<file path="src/rtl/seq5_counter.sv">
module seq5_counter (
  input  logic       clk,
  input  logic       rst,
  input  logic       en,
  input  logic       ld,
  input  logic [2:0] ld_val,
  output logic [2:0] q,
  output logic       valid
);

  logic c, b, a;
  logic [2:0] step;

  assign {c, b, a} = q;

  assign step = {a, ~b | (~a & ~c), b & ~c};

  always_ff @(posedge clk) begin
    if (rst)     q <= 3'b000;
    else if (ld) q <= ld_val;
    else if (en) q <= step;
  end

  assign valid = (q == 3'b000) | (q == 3'b010) | (q == 3'b011) |
                 (q == 3'b101) | (q == 3'b110);

  p_reset_r1: assert property (@(posedge clk) disable iff (rst)
    $past(rst) |-> q == 3'b000);

  p_loop_r2: assert property (@(posedge clk) disable iff (rst)
    (en && !ld && valid) |=> (valid && q != $past(q)));

  p_from001_r3: assert property (@(posedge clk) disable iff (rst)
    (en && !ld && q == 3'b001) |=> q == 3'b110);

  p_from100_r4: assert property (@(posedge clk) disable iff (rst)
    (en && !ld && q == 3'b100) |=> q == 3'b010);

  p_from111_r5: assert property (@(posedge clk) disable iff (rst)
    (en && !ld && q == 3'b111) |=> q == 3'b100);

  p_hold_r6: assert property (@(posedge clk) disable iff (rst)
    (!en && !ld) |=> $stable(q));

  p_load_r7: assert property (@(posedge clk) disable iff (rst)
    ld |=> q == $past(ld_val));

endmodule

</file>
<file path="config.mk">
export PLATFORM = sky130hd
export DESIGN_NAME = seq5_counter
export DESIGN_NICKNAME = d
export VERILOG_FILES = /design/src/rtl/seq5_counter.sv
export SDC_FILE = /design/constraint.sdc
export NUM_CORES = 1
export LEC_CHECK = 0
export BUFFER_PORTS_ARGS = -buffer_cell sky130_fd_sc_hd__buf_2
export CAP_MARGIN = 20
export CORE_AREA = 2 2 39 41
export DETAILED_ROUTE_END_ITERATION = 16
export DIE_AREA = 0 0 41 43
export SYNTH_ARGS = -nofsm -noshare
export SYNTH_HDL_FRONTEND = slang
export SYNTH_SLANG_ARGS = --single-unit
</file>
<file path="constraint.sdc">
create_clock -name clk -period 3 [get_ports clk]
set_input_delay 0.45 -clock clk [delete_from_list [all_inputs] [get_ports clk]]
set_output_delay 0.45 -clock clk [all_outputs]
set_load 0.05 [all_outputs]
</file>
# After elaboration in Yosys (flattened, before gate mapping)
# Cells that the tools add are included.
# word_totals
register_bits	3
latchBits	0
ram_bits	0
mem_bits_ro	0
inputBits	7
wordCells	19
memories	0
# op_classes
addsub	0
multipliers	0
div	0
n_lt_le_gt_ge	0
n_eq_ne	4
shift	0
n_mux	2
bitwise	10
reduce_logical	2
# op_table
op	n
3-bit by 2-bit == test with 1-bit output (second input constant)	2
3-bit == test (second input constant)	2
3-bit 2-to-1 mux	2
1-bit OR	5
3-bit logical NOT	1
1-bit inverter	3
1-bit AND	2
2-bit nonzero test	1

# Logic depth before layout (Yosys ltp)
# Gate-level depths: netlist of run 1.
# logic_depth
ltp_word	5
depth_mapped	2

# Least setup slack after synthesis of run 1
# Ideal clock, no wire load.
# synth_path
path_kind	flip-flop to output port
from	reg q[0]
to	out valid
arrival_ns	1.629
setup_slack_ns	0.921
stages_incl_launch_ff	3
cell_sequence	dfxtp_1 -> xnor2_1 -> a21oi_1
# synth_between
elab_chain_len	5
# synth_lines
item	line_no	source
start: declaration	7	output logic [2:0] q,
start signal: assignment	20	else if (ld) q <= ld_val;
start signal: assignment	21	else if (en) q <= step;
3-bit by 2-bit == test with 1-bit output / 3-bit logical NOT (equally long branches)	24	assign valid = (q == 3'b000) | (q == 3'b010) | (q == 3'b011) |
1-bit OR (3 in a row)	24	
1-bit OR (*)	25	(q == 3'b101) | (q == 3'b110);
end: declaration	8	output logic valid
# Every way passes the cells marked *; elsewhere a longest branch is shown, timed or not.

# Final worst setup path of run 1
# layout_path
from	reg q[1]
to	out valid
# The elaborated chain is that of the path after synthesis.

==> reports/summary.txt, run 1 <==
Register share of total power -> 0.306
Peak supply drop -> 0.115 mV
Root Driver -> clkbuf_4
Nets@finish -> 40
Row Count -> 14
Flop2flop setup slack -> 1.99 ns
Initial antenna violation count -> 0
Routed wirelength normalized by instance count -> 8.33 µm
Crit share post-route -> 0.529
Slowest-stage cell, CP -> dfxtp_1
Share of layout cells above drive strength 1 -> 0.438
Top FF cell, synth -> dfxtp_1
Critical path origin -> q[1]$_SDFFE_PP0P_
Remaining Overflow, GRT -> 0
Kind of critical path -> reg -> out
Synth-to-Final Area Change -> 55.4%
Cell variety after synth -> 14
Slew Viols, Final -> 0
Fmax -> 630 MHz
Top post-synthesis cells by area -> dfxtp_1 (35%), nor2b_1 (11%), a2111oi_2 (8.6%)
DP Worst Slack -> 1.64 ns
DR vias/cell -> 3.79
DRC -> 0
Clk pwr share -> 0.448
Placer Congestion -> 0.670
Startpoint types -> flip-flop
Total Wirelength -> 400 µm
Cell area power density -> 576 nW/µm²
I/O Buffers -> 10
Worst setup margin -> 1.41 ns
Global router's overall resource usage -> 0.0622
Final hold vios -> 0
CP max FO -> 6
WP data arrival -> 1.14 ns
DR pass1 iterations -> 2
Max_cap viols -> 0
Skew-Pair Late Insertion Delay -> 0.23 ns
Top cell type's share of synthesized area -> 0.345
Setup-failing EPs final -> 0
Clock Sinks -> 3
P_int -> 106 µW
TNS Setup -> 0 ns
Largest Register -> q
Pin count of the biggest net entering global routing -> 7
CP Capture Point -> valid
Slowest stage delay, CP -> 0.41 ns
Reg2reg end -> q[1]$_SDFFE_PP0P_
ANT nets after route -> 0
Post-synth ARST share -> 0
Most common library cells after synthesis -> dfxtp_1 (3), nor2b_1 (3)
Clock H-tree levels -> 1
Post-CTS sizing -> 0
CTS max path bufs -> 2
CTS Hold Bufs -> 0
Status -> completed
CTS buffer count -> 3
Cells after synthesis -> 18
Iter 0 DRT Violations -> 4
Clock-pin slew on the worst setup and hold paths -> 0.04 ns
Slew headroom -> 0.836
Post-synth net total -> 25
Max reg flops -> 3
Avg Inst Size Synth -> 9.66 µm²
Via count -> 182
Critical Path, Cell by Cell -> xnor2_1 -> a21oi_1 -> buf_2
Total core area -> 1380 µm²
Die H -> 43 µm
Worst Reg-to-Reg Cells -> 2
Post-synth top area cell -> dfxtp_1
Netlist Area Pre-Place -> 174 µm²
Initial core utilization -> 0.126
CP Capture Type -> output pin
Top Registers -> q: 3 flops
Unrepaired setup endpoints after global routing -> no
Hold Crit Class -> in -> reg
Net Sw Frac -> 0.319
Area of the die -> 1760 µm²
Die X -> 41 µm
Final Critical Period -> 1.59 ns
FF+latch count, synth -> 3
Vias in the first global route -> 175
Antenna cell count -> 0
RR Startpoint -> q[2]$_SDFFE_PP0P_
First-pass GRT wire length -> 662 µm
Worst Tran Pin Value -> 0.246 ns
CTS tree -> yes
Clock Skew -> 0.00209 ns
Critical path required time -> 2.55 ns
Number of synthesized flops with an enable pin -> 0
Synthesis warning total -> 0
Psw -> 49.7 µW
Comb pwr share -> 0.246
Boundary Pins -> 11
Register area share after synthesis -> 0.345
Static leakage -> 0.000124 µW
Post-CTS Setup Bufs -> 0
## critical path, delay by kind of cell, from the launching register on
kind                   cells  cell delay, ns
flip-flops                 1            0.41
AO/OA/AOI/OAI              1            0.14
buffers and inverters      1            0.27
XOR/XNOR                   1            0.09
## worst min-delay path by stage
stage,endpoint,from,cells after the start
final,q[1]$_SDFFE_PP0P_,rst,2
after floorplan,q[1]$_SDFFE_PP0P_,rst,1
after global routing,q[1]$_SDFFE_PP0P_,rst,2
after CTS,q[1]$_SDFFE_PP0P_,rst,2
after detailed placement,q[0]$_SDFFE_PP0P_,q[0]$_SDFFE_PP0P_,2
after global placement,q[0]$_SDFFE_PP0P_,q[0]$_SDFFE_PP0P_,2
## layer usage
| layer | global-route usage | wire length (µm) |
|---|---|---|
| met5 | 0 | 0 |
| met4 | 0.100 | 0 |
| met3 | 0.0157 | 21 |
| met2 | 0.0625 | 194 |
| met1 | 0.0772 | 183 |
## power by group through the flow
| stage | Sequential (µW) | Combinational, µW | Clock [µW] |
|---|---|---|---|
| floorplan | 58.4 | 16.6 | 0 |
| global placement | 48.2 | 38.3 | 0 |
| detailed placement | 48.3 | 38.5 | 0 |
| CTS | 47.7 | 38.7 | 73.7 |
| global route | 48.5 | 41.7 | 77.4 |
| finish | 47.6 | 38.3 | 69.8 |
## placed cells by master, fill, tap and decap left out
master      n
buf_2      10
nor2b_1     3
clkbuf_4    3
dfxtp_1     3
xnor2_1     1
nor3b_1     1
a21oi_1     1
inv_1       1
o211a_1     1
nor3_1      1
a2111oi_2   1
nand3b_1    1
nand2b_1    1
a311oi_1    1
mux2i_1     1
a211oi_1    1
clkbuf_1    1
## layout make-up
class	instances	area (µm²)
multi-input cells	14	110
well taps	16	20.0
repair buffers	10	50.0
fillers	166	1110
clock buffers	4	26.3
flip-flops and latches	3	60.1
inverters	1	3.75
## cell families after synthesis
kind of cell / Yosys count / share of synthesized area
AND/OR/NAND/NOR: 7 / 0.259
flip-flops: 3 / 0.345
XOR/XNOR: 1 / 0.0504
AO/OA/AOI/OAI: 5 / 0.266
multiplexers: 1 / 0.0576
buffers and inverters: 1 / 0.0216
## stage by stage
stage	utilization	power, µW	cells	instance area [µm²]	hold slack, ns
finish	0.195	156	48	270	0.417
global route	0.195	168	48	270	0.416
CTS	0.195	160	48	270	0.412
detailed placement	0.176	86.8	44	244	0.572
global placement	0.176	86.5	44	244	0.576
floorplan	-	75.0	18	174	0.519
(Power assumes the default switching activity.)
==> run 2, diff against run 1 <==
- clock period: 3 -> 1.55 ns (I/O delays scaled with it)
==> run 2 against run 1 <==
Against the previous run: critical path type unchanged; sequential share of layout area is 1.3 points lower; critical endpoint unchanged; largest power group unchanged; hold slack got worse by 0.21 ns; clock power increased by 100%; largest cell class unchanged.
==> reports/summary.txt, run 2 (synthesis results as in run 1) <==
Critical path required time -> 1.32 ns (-1.23 ns)
Max_cap viols -> 0 (unchanged)
Crit share post-route -> 0.924
Final Critical Period -> 1.43 ns
Worst Tran Pin Value -> 0.263 ns (+0.0169 ns)
Final hold vios -> 0 (unchanged)
Clock Sinks -> 3 (unchanged)
Total Wirelength -> 416 µm (+4.0%)
ANT nets after route -> 0 (unchanged)
Synth-to-Final Area Change -> 64.7%
I/O Buffers -> 10 (unchanged)
P_int -> 208 µW (+97%)
CTS buffer count -> 3 (unchanged)
Slew headroom -> 0.824 (-0.0113)
Register share of total power -> 0.299 (-0.007)
Clock Skew -> 0.000602 ns (-0.00148 ns)
Kind of critical path -> reg -> out
Routed wirelength normalized by instance count -> 8.67 µm (+4.0%)
Largest Register -> q
Cell Area, Placed -> 255 µm² (+4.6%)
CTS tree -> yes
Max reg flops -> 3 (unchanged)
DRC -> 0 (unchanged)
Remaining Overflow, GRT -> 0 (unchanged)
Antenna cell count -> 0 (unchanged)
CP max FO -> 6 (unchanged)
Die X -> 41 µm (unchanged)
Fin cells -> 48 (unchanged)
DR vias/cell -> 3.81 (+0.55%)
Status -> completed
Global router's overall resource usage -> 0.0523 (-0.00999)
CP Capture Type -> output pin
CTS max path bufs -> 2 (unchanged)
Initial antenna violation count -> 0 (unchanged)
Slew Viols, Final -> 0 (unchanged)
Pin count of the biggest net entering global routing -> 7 (unchanged)
Static leakage -> 0.000129 µW (+4.1%)
Unrepaired setup endpoints after global routing -> no
Placer Congestion -> 0.709 (+5.9%)
Comb pwr share -> 0.255 (+0.009)
Worst path top cell family by delay -> flip-flops
Clock H-tree levels -> 1 (unchanged)
Via count -> 183 (+0.55%)
Initial core utilization -> 0.126 (unchanged)
Top Registers -> q: 3 flops
Slowest-stage cell, CP -> dfxtp_1
Psw -> 105 µW (+110%)
Clk pwr share -> 0.446 (-0.002)
CTS Hold Bufs -> 0 (unchanged)
Net Sw Frac -> 0.335 (+0.0161)
Post-CTS Setup Bufs -> 0 (unchanged)
First-pass GRT wire length -> 579 µm (-13%)
Row Count -> 14 (unchanged)
Die H -> 43 µm (unchanged)
Boundary Pins -> 11 (unchanged)
Clock-pin slew on the worst setup and hold paths -> 0.04 ns (about the same)
Cell area power density -> 1090 nW/µm² (+90%)
Critical Path, Cell by Cell -> xnor2_1 -> a21oi_4 -> buf_2
Share of layout cells above drive strength 1 -> 0.500 (+0.0625)
Vias in the first global route -> 160 (-8.6%)
Final non-filler cell area -> 287 µm² (+6.0%)
Placed cells -> 44 (unchanged)
Startpoint types -> flip-flop
Total core area -> 1380 µm² (unchanged)
Most common cell after layout, fill and taps aside -> buf_2
Nets@finish -> 40 (unchanged)
Root Driver -> clkbuf_4
Slowest stage delay, CP -> 0.42 ns (about the same)
Iter 0 DRT Violations -> 6 (+2)
Setup-failing EPs final -> 0 (unchanged)
Peak supply drop -> 0.231 mV (+100%)
TNS Setup -> 0 ns (unchanged)
Fmax -> 698 MHz
Area of the die -> 1760 µm² (unchanged)
WP buf/inv -> 1 (unchanged)
Skew-Pair Late Insertion Delay -> 0.23 ns (about the same)
DR pass1 iterations -> 2 (unchanged)
Hold Crit Class -> in -> reg
WP data arrival -> 1.20 ns (+0.06 ns)
Commonest non-fill, non-tap cells in the layout -> buf_2 (10), nor2b_1 (3), clkbuf_4 (3), dfxtp_1 (3)
run 2: cell counts in the layout (fill, tap and decap cells not counted):
Identical to the previous run, type by type.
run 2: power groups by stage:
stage                     clock network, µW  logic [µW]  registers, µW
final                                   140        80.1           93.6
after global routing                    149        84.8           94.8
after CTS                               146        80.2           93.4
after detailed placement                  0        79.9           94.6
after global placement                    0        79.8           94.4
after floorplan                           0        37.7            114
run 2: area by class of cell:
cell class,count,area (µm²)
repair buffers,10,50.0
clock buffers,4,26.3
inverters,1,3.75
multi-input cells,14,126
fillers,160,1100
flip-flops and latches,3,60.1
well taps,16,20.0
run 2: worst paths after layout:
path | startpoint | endpoint | slack [ns] | depth (start not counted)
max reg2reg | q[2]$_SDFFE_PP0P_ | q[1]$_SDFFE_PP0P_ | 0.47 | 2
min | rst | q[1]$_SDFFE_PP0P_ | 0.20 | 2
min reg2reg | q[0]$_SDFFE_PP0P_ | q[0]$_SDFFE_PP0P_ | 0.57 | 2
max | q[1]$_SDFFE_PP0P_ | valid | 0.12 | 3
run 2: stage by stage:
step,util,hold slack [ns],worst slack [ns],total power (µW)
final,0.207,0.203,0.117,314
after global routing,0.207,0.202,0.0561,329
after CTS,0.203,0.194,0.0542,320
after detailed placement,0.184,0.443,0.316,174
after global placement,0.184,0.440,0.332,174
after floorplan,-,0.301,0.0514,152
run 2: timing repair:
action | 4_1_cts | 5_1_grt
resized for setup | 0 | 1
endpoints found under the setup margin | 0 | 1
endpoints found under the hold margin | 0 | 0
run 2: routing by layer:
layer  GRT usage  vias to the layer above  share of wire
met5           0                        -              0
met4      0.0800                        0          0.041
met3           0                        2          0.070
met2      0.0594                       10           0.42
met1      0.0677                       76           0.47
li1            -                       95              -
